[config.mk]
export PLATFORM = sky130hd
export DESIGN_NAME = rmw_dead_cycle_ctrl
export DESIGN_NICKNAME = d
export VERILOG_FILES = /design/src/rtl/rmw_pkg.sv /design/src/rtl/rmw_fsm.sv /design/src/rtl/rmw_capture.sv /design/src/rtl/rmw_busmux.sv /design/src/rtl/rmw_dead_cycle_ctrl.sv
export SDC_FILE = /design/constraint.sdc
export NUM_CORES = 1
export LEC_CHECK = 0
export CAP_MARGIN = 20
export CELL_PAD_IN_SITES_DETAIL_PLACEMENT = 1
export CELL_PAD_IN_SITES_GLOBAL_PLACEMENT = 1
export CORE_MARGIN = 2
export CORE_UTILIZATION = 31
export DETAILED_ROUTE_END_ITERATION = 12
export PLACE_DENSITY = 0.83
export SLEW_MARGIN = 0
export SYNTH_ARGS = -nofsm -noshare
export SYNTH_HDL_FRONTEND = slang
export SYNTH_SLANG_ARGS = --single-unit
[constraint.sdc]
create_clock -name clk -period 2.3 [get_ports clk]
set_input_delay 0.345 -clock clk [delete_from_list [all_inputs] [get_ports clk]]
set_output_delay 0.345 -clock clk [all_outputs]
set_load 0.02 [all_outputs]
[src/rtl/rmw_pkg.sv]
package rmw_pkg;
    typedef enum logic [2:0] {
        ST_IDLE   = 3'd0,
        ST_READ   = 3'd1,
        ST_MODIFY = 3'd2,
        ST_WRITE  = 3'd3,
        ST_INDEX  = 3'd4
    } rmw_state_t;
endpackage

[src/rtl/rmw_fsm.sv]
module rmw_fsm
    import rmw_pkg::*;
(
    input  logic       clk,
    input  logic       rst_n,
    input  logic       step,
    input  logic       rmw_start,
    input  logic       zpx_start,
    output rmw_state_t state
);
    rmw_state_t state_nx;

    always_ff @(posedge clk or negedge rst_n) begin
        if (!rst_n) state <= ST_IDLE;
        else        state <= state_nx;
    end

    always_comb begin
        state_nx = state;
        if (step) begin
            unique case (state)
                ST_IDLE: begin
                    if (rmw_start)      state_nx = ST_READ;
                    else if (zpx_start) state_nx = ST_INDEX;
                end
                ST_READ:   state_nx = ST_MODIFY;
                ST_MODIFY: state_nx = ST_WRITE;
                ST_WRITE:  state_nx = ST_IDLE;
                ST_INDEX:  state_nx = ST_IDLE;
                default:   state_nx = ST_IDLE;
            endcase
        end
    end

    // an in-flight sequence never restarts at READ
    p_no_restart_r10: assert property (@(posedge clk) disable iff (!rst_n)
        (state inside {ST_READ, ST_MODIFY} && step) |=> state != ST_READ);

    // without step the state is held
    p_hold_on_stall_r8: assert property (@(posedge clk) disable iff (!rst_n)
        !step |=> $stable(state));
endmodule

[src/rtl/rmw_capture.sv]
module rmw_capture
    import rmw_pkg::*;
#(
    parameter int AW  = 16,
    parameter int DW  = 8,
    parameter int ZPW = 8
) (
    input  logic          clk,
    input  logic          rst_n,
    input  logic          step,
    input  rmw_state_t    state,
    input  logic          rmw_start,
    input  logic          zpx_start,
    input  logic          cmos_sel,
    input  logic [AW-1:0] core_addr,
    input  logic [DW-1:0] rd_data,
    output logic [AW-1:0] hold_addr,
    output logic          hold_cmos,
    output logic [DW-1:0] hold_data
);
    localparam int HIW = AW - ZPW;

    logic idle_step;
    assign idle_step = (state == ST_IDLE) && step;

    always_ff @(posedge clk or negedge rst_n) begin
        if (!rst_n) begin
            hold_addr <= '0;
            hold_cmos <= 1'b0;
            hold_data <= '0;
        end else begin
            if (idle_step && rmw_start) begin
                hold_addr <= core_addr;
                hold_cmos <= cmos_sel;
            end else if (idle_step && zpx_start) begin
                hold_addr <= {{HIW{1'b0}}, core_addr[ZPW-1:0]};
            end
            if (state == ST_READ && step)
                hold_data <= rd_data;
        end
    end

    // the variant does not change within a sequence
    p_variant_frozen_r9: assert property (@(posedge clk) disable iff (!rst_n)
        (state inside {ST_MODIFY, ST_WRITE}) |-> $stable(hold_cmos));
endmodule

[src/rtl/rmw_busmux.sv]
module rmw_busmux
    import rmw_pkg::*;
#(
    parameter int AW = 16,
    parameter int DW = 8
) (
    input  rmw_state_t    state,
    input  logic          hold_cmos,
    input  logic [AW-1:0] hold_addr,
    input  logic [DW-1:0] hold_data,
    input  logic [AW-1:0] core_addr,
    input  logic          core_rw_n,
    input  logic [DW-1:0] core_wdata,
    output logic [AW-1:0] bus_addr,
    output logic          bus_rw_n,
    output logic [DW-1:0] bus_wdata,
    output logic          wdata_sel,
    output logic          lock_n,
    output logic          rd_discard
);
    always_comb begin
        bus_addr   = core_addr;
        bus_rw_n   = core_rw_n;
        bus_wdata  = core_wdata;
        wdata_sel  = 1'b0;
        lock_n     = 1'b1;
        rd_discard = 1'b0;
        unique case (state)
            ST_IDLE: ;
            ST_READ: begin
                bus_addr = hold_addr;
                bus_rw_n = 1'b1;
                lock_n   = 1'b0;
            end
            ST_MODIFY: begin
                bus_addr = hold_addr;
                lock_n   = 1'b0;
                if (hold_cmos) begin
                    bus_rw_n = 1'b1;
                end else begin
                    bus_rw_n  = 1'b0;
                    bus_wdata = hold_data;
                    wdata_sel = 1'b1;
                end
            end
            ST_WRITE: begin
                bus_addr = hold_addr;
                bus_rw_n = 1'b0;
                lock_n   = 1'b0;
            end
            ST_INDEX: begin
                bus_addr   = hold_addr;
                bus_rw_n   = 1'b1;
                rd_discard = 1'b1;
            end
            default: ;
        endcase
    end
endmodule

[src/rtl/rmw_dead_cycle_ctrl.sv]
module rmw_dead_cycle_ctrl
    import rmw_pkg::*;
#(
    parameter int AW  = 16,
    parameter int DW  = 8,
    parameter int ZPW = 8
) (
    input  logic          clk,
    input  logic          rst_n,
    input  logic          step,
    input  logic          rmw_start,
    input  logic          zpx_start,
    input  logic          cmos_sel,
    input  logic [AW-1:0] core_addr,
    input  logic          core_rw_n,
    input  logic [DW-1:0] core_wdata,
    input  logic [DW-1:0] rd_data,
    output logic [AW-1:0] bus_addr,
    output logic          bus_rw_n,
    output logic [DW-1:0] bus_wdata,
    output logic          wdata_sel,
    output logic          lock_n,
    output logic          rd_discard
);
    localparam int HIW = AW - ZPW;

    rmw_state_t    state;
    logic [AW-1:0] hold_addr;
    logic          hold_cmos;
    logic [DW-1:0] hold_data;

    rmw_fsm i_fsm (
        .clk       (clk),
        .rst_n     (rst_n),
        .step      (step),
        .rmw_start (rmw_start),
        .zpx_start (zpx_start),
        .state     (state)
    );

    rmw_capture #(.AW(AW), .DW(DW), .ZPW(ZPW)) i_capture (
        .clk       (clk),
        .rst_n     (rst_n),
        .step      (step),
        .state     (state),
        .rmw_start (rmw_start),
        .zpx_start (zpx_start),
        .cmos_sel  (cmos_sel),
        .core_addr (core_addr),
        .rd_data   (rd_data),
        .hold_addr (hold_addr),
        .hold_cmos (hold_cmos),
        .hold_data (hold_data)
    );

    rmw_busmux #(.AW(AW), .DW(DW)) i_busmux (
        .state      (state),
        .hold_cmos  (hold_cmos),
        .hold_addr  (hold_addr),
        .hold_data  (hold_data),
        .core_addr  (core_addr),
        .core_rw_n  (core_rw_n),
        .core_wdata (core_wdata),
        .bus_addr   (bus_addr),
        .bus_rw_n   (bus_rw_n),
        .bus_wdata  (bus_wdata),
        .wdata_sel  (wdata_sel),
        .lock_n     (lock_n),
        .rd_discard (rd_discard)
    );

    // an accepted start makes the next cycle a locked read
    p_start_read_r2: assert property (@(posedge clk) disable iff (!rst_n)
        (state == ST_IDLE && step && rmw_start) |=> (!lock_n && bus_rw_n));

    // the lock is released after the write completes
    p_unlock_r3: assert property (@(posedge clk) disable iff (!rst_n)
        (state == ST_WRITE && step) |=> lock_n);

    // the address is constant in the later RMW cycles
    p_addr_held_r4: assert property (@(posedge clk) disable iff (!rst_n)
        (state inside {ST_MODIFY, ST_WRITE}) |-> bus_addr == $past(bus_addr));

    // the NMOS dead write returns the byte just read
    p_nmos_echo_r5: assert property (@(posedge clk) disable iff (!rst_n)
        ($past(state) == ST_READ && state == ST_MODIFY && !bus_rw_n)
        |-> bus_wdata == $past(rd_data));

    // the index dead read is a discarded zero-page read
    p_zp_dead_read_r11: assert property (@(posedge clk) disable iff (!rst_n)
        rd_discard |-> (bus_rw_n && lock_n && bus_addr[AW-1:ZPW] == {HIW{1'b0}}));

    // reset leaves the lock released
    p_reset_unlock_r1: assert property (@(posedge clk) !rst_n |=> lock_n);
endmodule

==> metrics <==
fin nets=around 220; Total GRT Usage=~16%; Clock Tree Buf Depth=2; Rows=24; Gate power share=between 50% and 60%; Tcrit/Tclk final=97.9%; DRC Markers=0; Pwr Density=roughly 1200 nW/um2; die area=roughly 5200 um2; DRT iter0 DRCs=between 50 and 60; Reg2Reg Setup Slack=between 700 and 800 ps; boundary pin count=67; area grow syn2layout=56.5%; DIE HEIGHT=roughly 72 um; Inserted Diodes=0; Setup Skew=4.24 ps; Placement Cell Area=2190 um2; CP max-delay cell=dfrtp_2; DR vias=between 1000 and 1500; dpl cells=approximately 220; FFs w/ async S/R, synth=between 90% and 100%; post-route minimum period=2250 ps; clock network fraction of design power=between 10% and 20%; cts hold-fix bufs=0; Synth cell types=23; Slew @ Worst Pin=roughly 660 ps; CTS Buf Count=3; Skew-Pair Late Insertion Delay=280 ps; hold crit path type=primary input to async pin; Post-synth EDFFs=0; Sw Pwr=0.00107 W; DR WL/cell=around 18 um; WP buf/inv=2; core area=roughly 4400 um2; Finished Cell Area=between 2000 and 2500 um2; area share of the largest cell type after synthesis=between 40 and 50%; vias in the first global route=around 1300; ranking of synthesized cells by instance count=mux2_2, dfrtp_1, a22o_1; gp weighted congestion=just under 0.8; Leak Pwr=between 1 and 1.5 nW; final hold vios=0; class of the most critical setup path=register to output pin; reg2reg path depth=4; Clk pin slew, worst setup/hold paths=90 ps; CTS tree=built; Pint=~0.0018 W; initial core utilization=32.8%; FF-to-FF Start=i_fsm.state[1]; initial antenna violation count=0; dominant synthesized flop cell=dfrtp_1; crit-path max cell delay=around 470 ps; r2r endpoint=i_capture.hold_data[4]; remaining antenna violation count=0; switching portion of total power=between 30% and 40%; leading area contributor after synthesis=dfrtp_1; status=finished clean; number of synthesized register bits=28; Syn Area/Cell=around 14 um2; Fillers=around 470; delay-heaviest family, CP=buffers and inverters; max cap viols=0; setup violators final=0; Worst EP arrival=about 1900 ps; Max Freq=between 0.4 and 0.5 GHz; Cells after Synth=104; YS warnings=0; first-pass iteration count of the detailed router=4; layout cells sized above 1=between 40% and 50%; crit path max fanout=5; clk root buf=clkbuf_8; Clock Sinks=28; max-slew violations=0; crit start category=register; Crit. End Element=output pin; most common cell in the netlist=mux2_2; largest net degree at the start of global routing=29; CP cell instances=nor4b_4 -> buf_6 -> mux2_2 -> clkdlybuf4s15_1; Non-Filler Instances=around 230; top post-synthesis cells by area=dfrtp_1, mux2_2, a22o_1; mapped cell area=about 1400 um2; vias per inst=4.98; Synthesized Nets=143; power share of the sequential group=between 30% and 40%; CTS H-tree lvls=1; Req. time, crit path=~2000 ps; DP Wirelength=3090 um; first-pass GRT wire length=approximately 6400 um; Finished Core Util=51.3%; WL final=between 4000 and 5000 um; Seq/Total Area, Yosys=between 40% and 50%; slew margin rel.=between 50% and 60%; Worst VDD drop=462 uV; setup TNS=0 ps; Tot Pwr=around 0.0028 W; final global-route overflow total=0; Port Buffer Count=66; Die Width=around 72 um
## sequential cells by signal (all words and copies together) (netlist names)
signal,flops
i_fsm.state,3
i_capture.hold_cmos,1
i_capture.hold_addr,16
i_capture.hold_data,8
## area by class of cell
class	count	area, um2	share of cell area (%)
well taps	52	65.1	2.87
clock buffers	4	55.1	2.43
flip-flops and latches	28	704	31.1
multi-input cells	69	707	31.2
inverters	1	3.75	0.166
repair buffers	80	731	32.2
## power by group through the flow
stage               logic, W  registers [W]  clock network, W
finish               0.00163       0.000890          0.000310
global route         0.00174       0.000922          0.000341
CTS                  0.00157       0.000893          0.000317
detailed placement   0.00172       0.000903                 0
global placement     0.00167       0.000880                 0
floorplan            0.00105       0.000825                 0
## routing by layer
metal / GRT usage (%) / part of all wire [%]
met1: 18.4 / 39
met2: 30.6 / 57
met3: 0.556 / 2.3
met4: 6.92 / 1.9
met5: 0 / 0
## cell usage in the layout, fill, tap and decap left out, types with 2 or more instances in the layout
cell type / instances
a22o_1: 8
a21oi_1: 2
clkbuf_8: 4
mux2_2: 41
clkdlybuf4s15_1: 2
buf_4: 12
clkdlybuf4s50_1: 41
o21ai_0: 4
dfrtp_1: 25
dfrtp_2: 3
clkbuf_2: 7
dlygate4sd2_1: 15
## worst max-delay path by stage
stage	from	end	slack [ps]	cells past startpoint
3_3_place_gp	i_fsm.state[2]	bus_wdata[7]	90	4
5_1_grt	i_fsm.state[0]	bus_wdata[2]	-20	4
4_1_cts	i_fsm.state[2]	bus_wdata[4]	5	4
3_5_place_dp	i_fsm.state[2]	bus_wdata[4]	50	4
6_report	i_fsm.state[0]	bus_wdata[2]	50	4
2_1_floorplan	i_fsm.state[2]	bus_wdata[0]	330	3
## logic make-up after synthesis
logic type      Yosys count  share of synthesized area [%]
flops                    28                           48.4
xor+xnor                  1                           1.12
mux                      42                           32.6
compound gates           17                           8.73
buf+inv                   7                           2.77
simple gates              9                           6.40
## metrics by stage
stage	worst slack (ps)	hold slack, ps
2_1_floorplan	327	49.4
4_1_cts	5.08	456
6_report	47.4	472
3_5_place_dp	48.8	488
5_1_grt	-16.0	498
3_3_place_gp	91.8	482
## what timing repair did
item                                    4_1_cts  5_1_grt
buffers inserted                              0        7
endpoints found under the setup margin       25       25
gates resized for setup                      27       19
gates cloned                                  0        1
pin swaps                                     0        2
No activity file was read; power rests on OpenSTA's default activity.
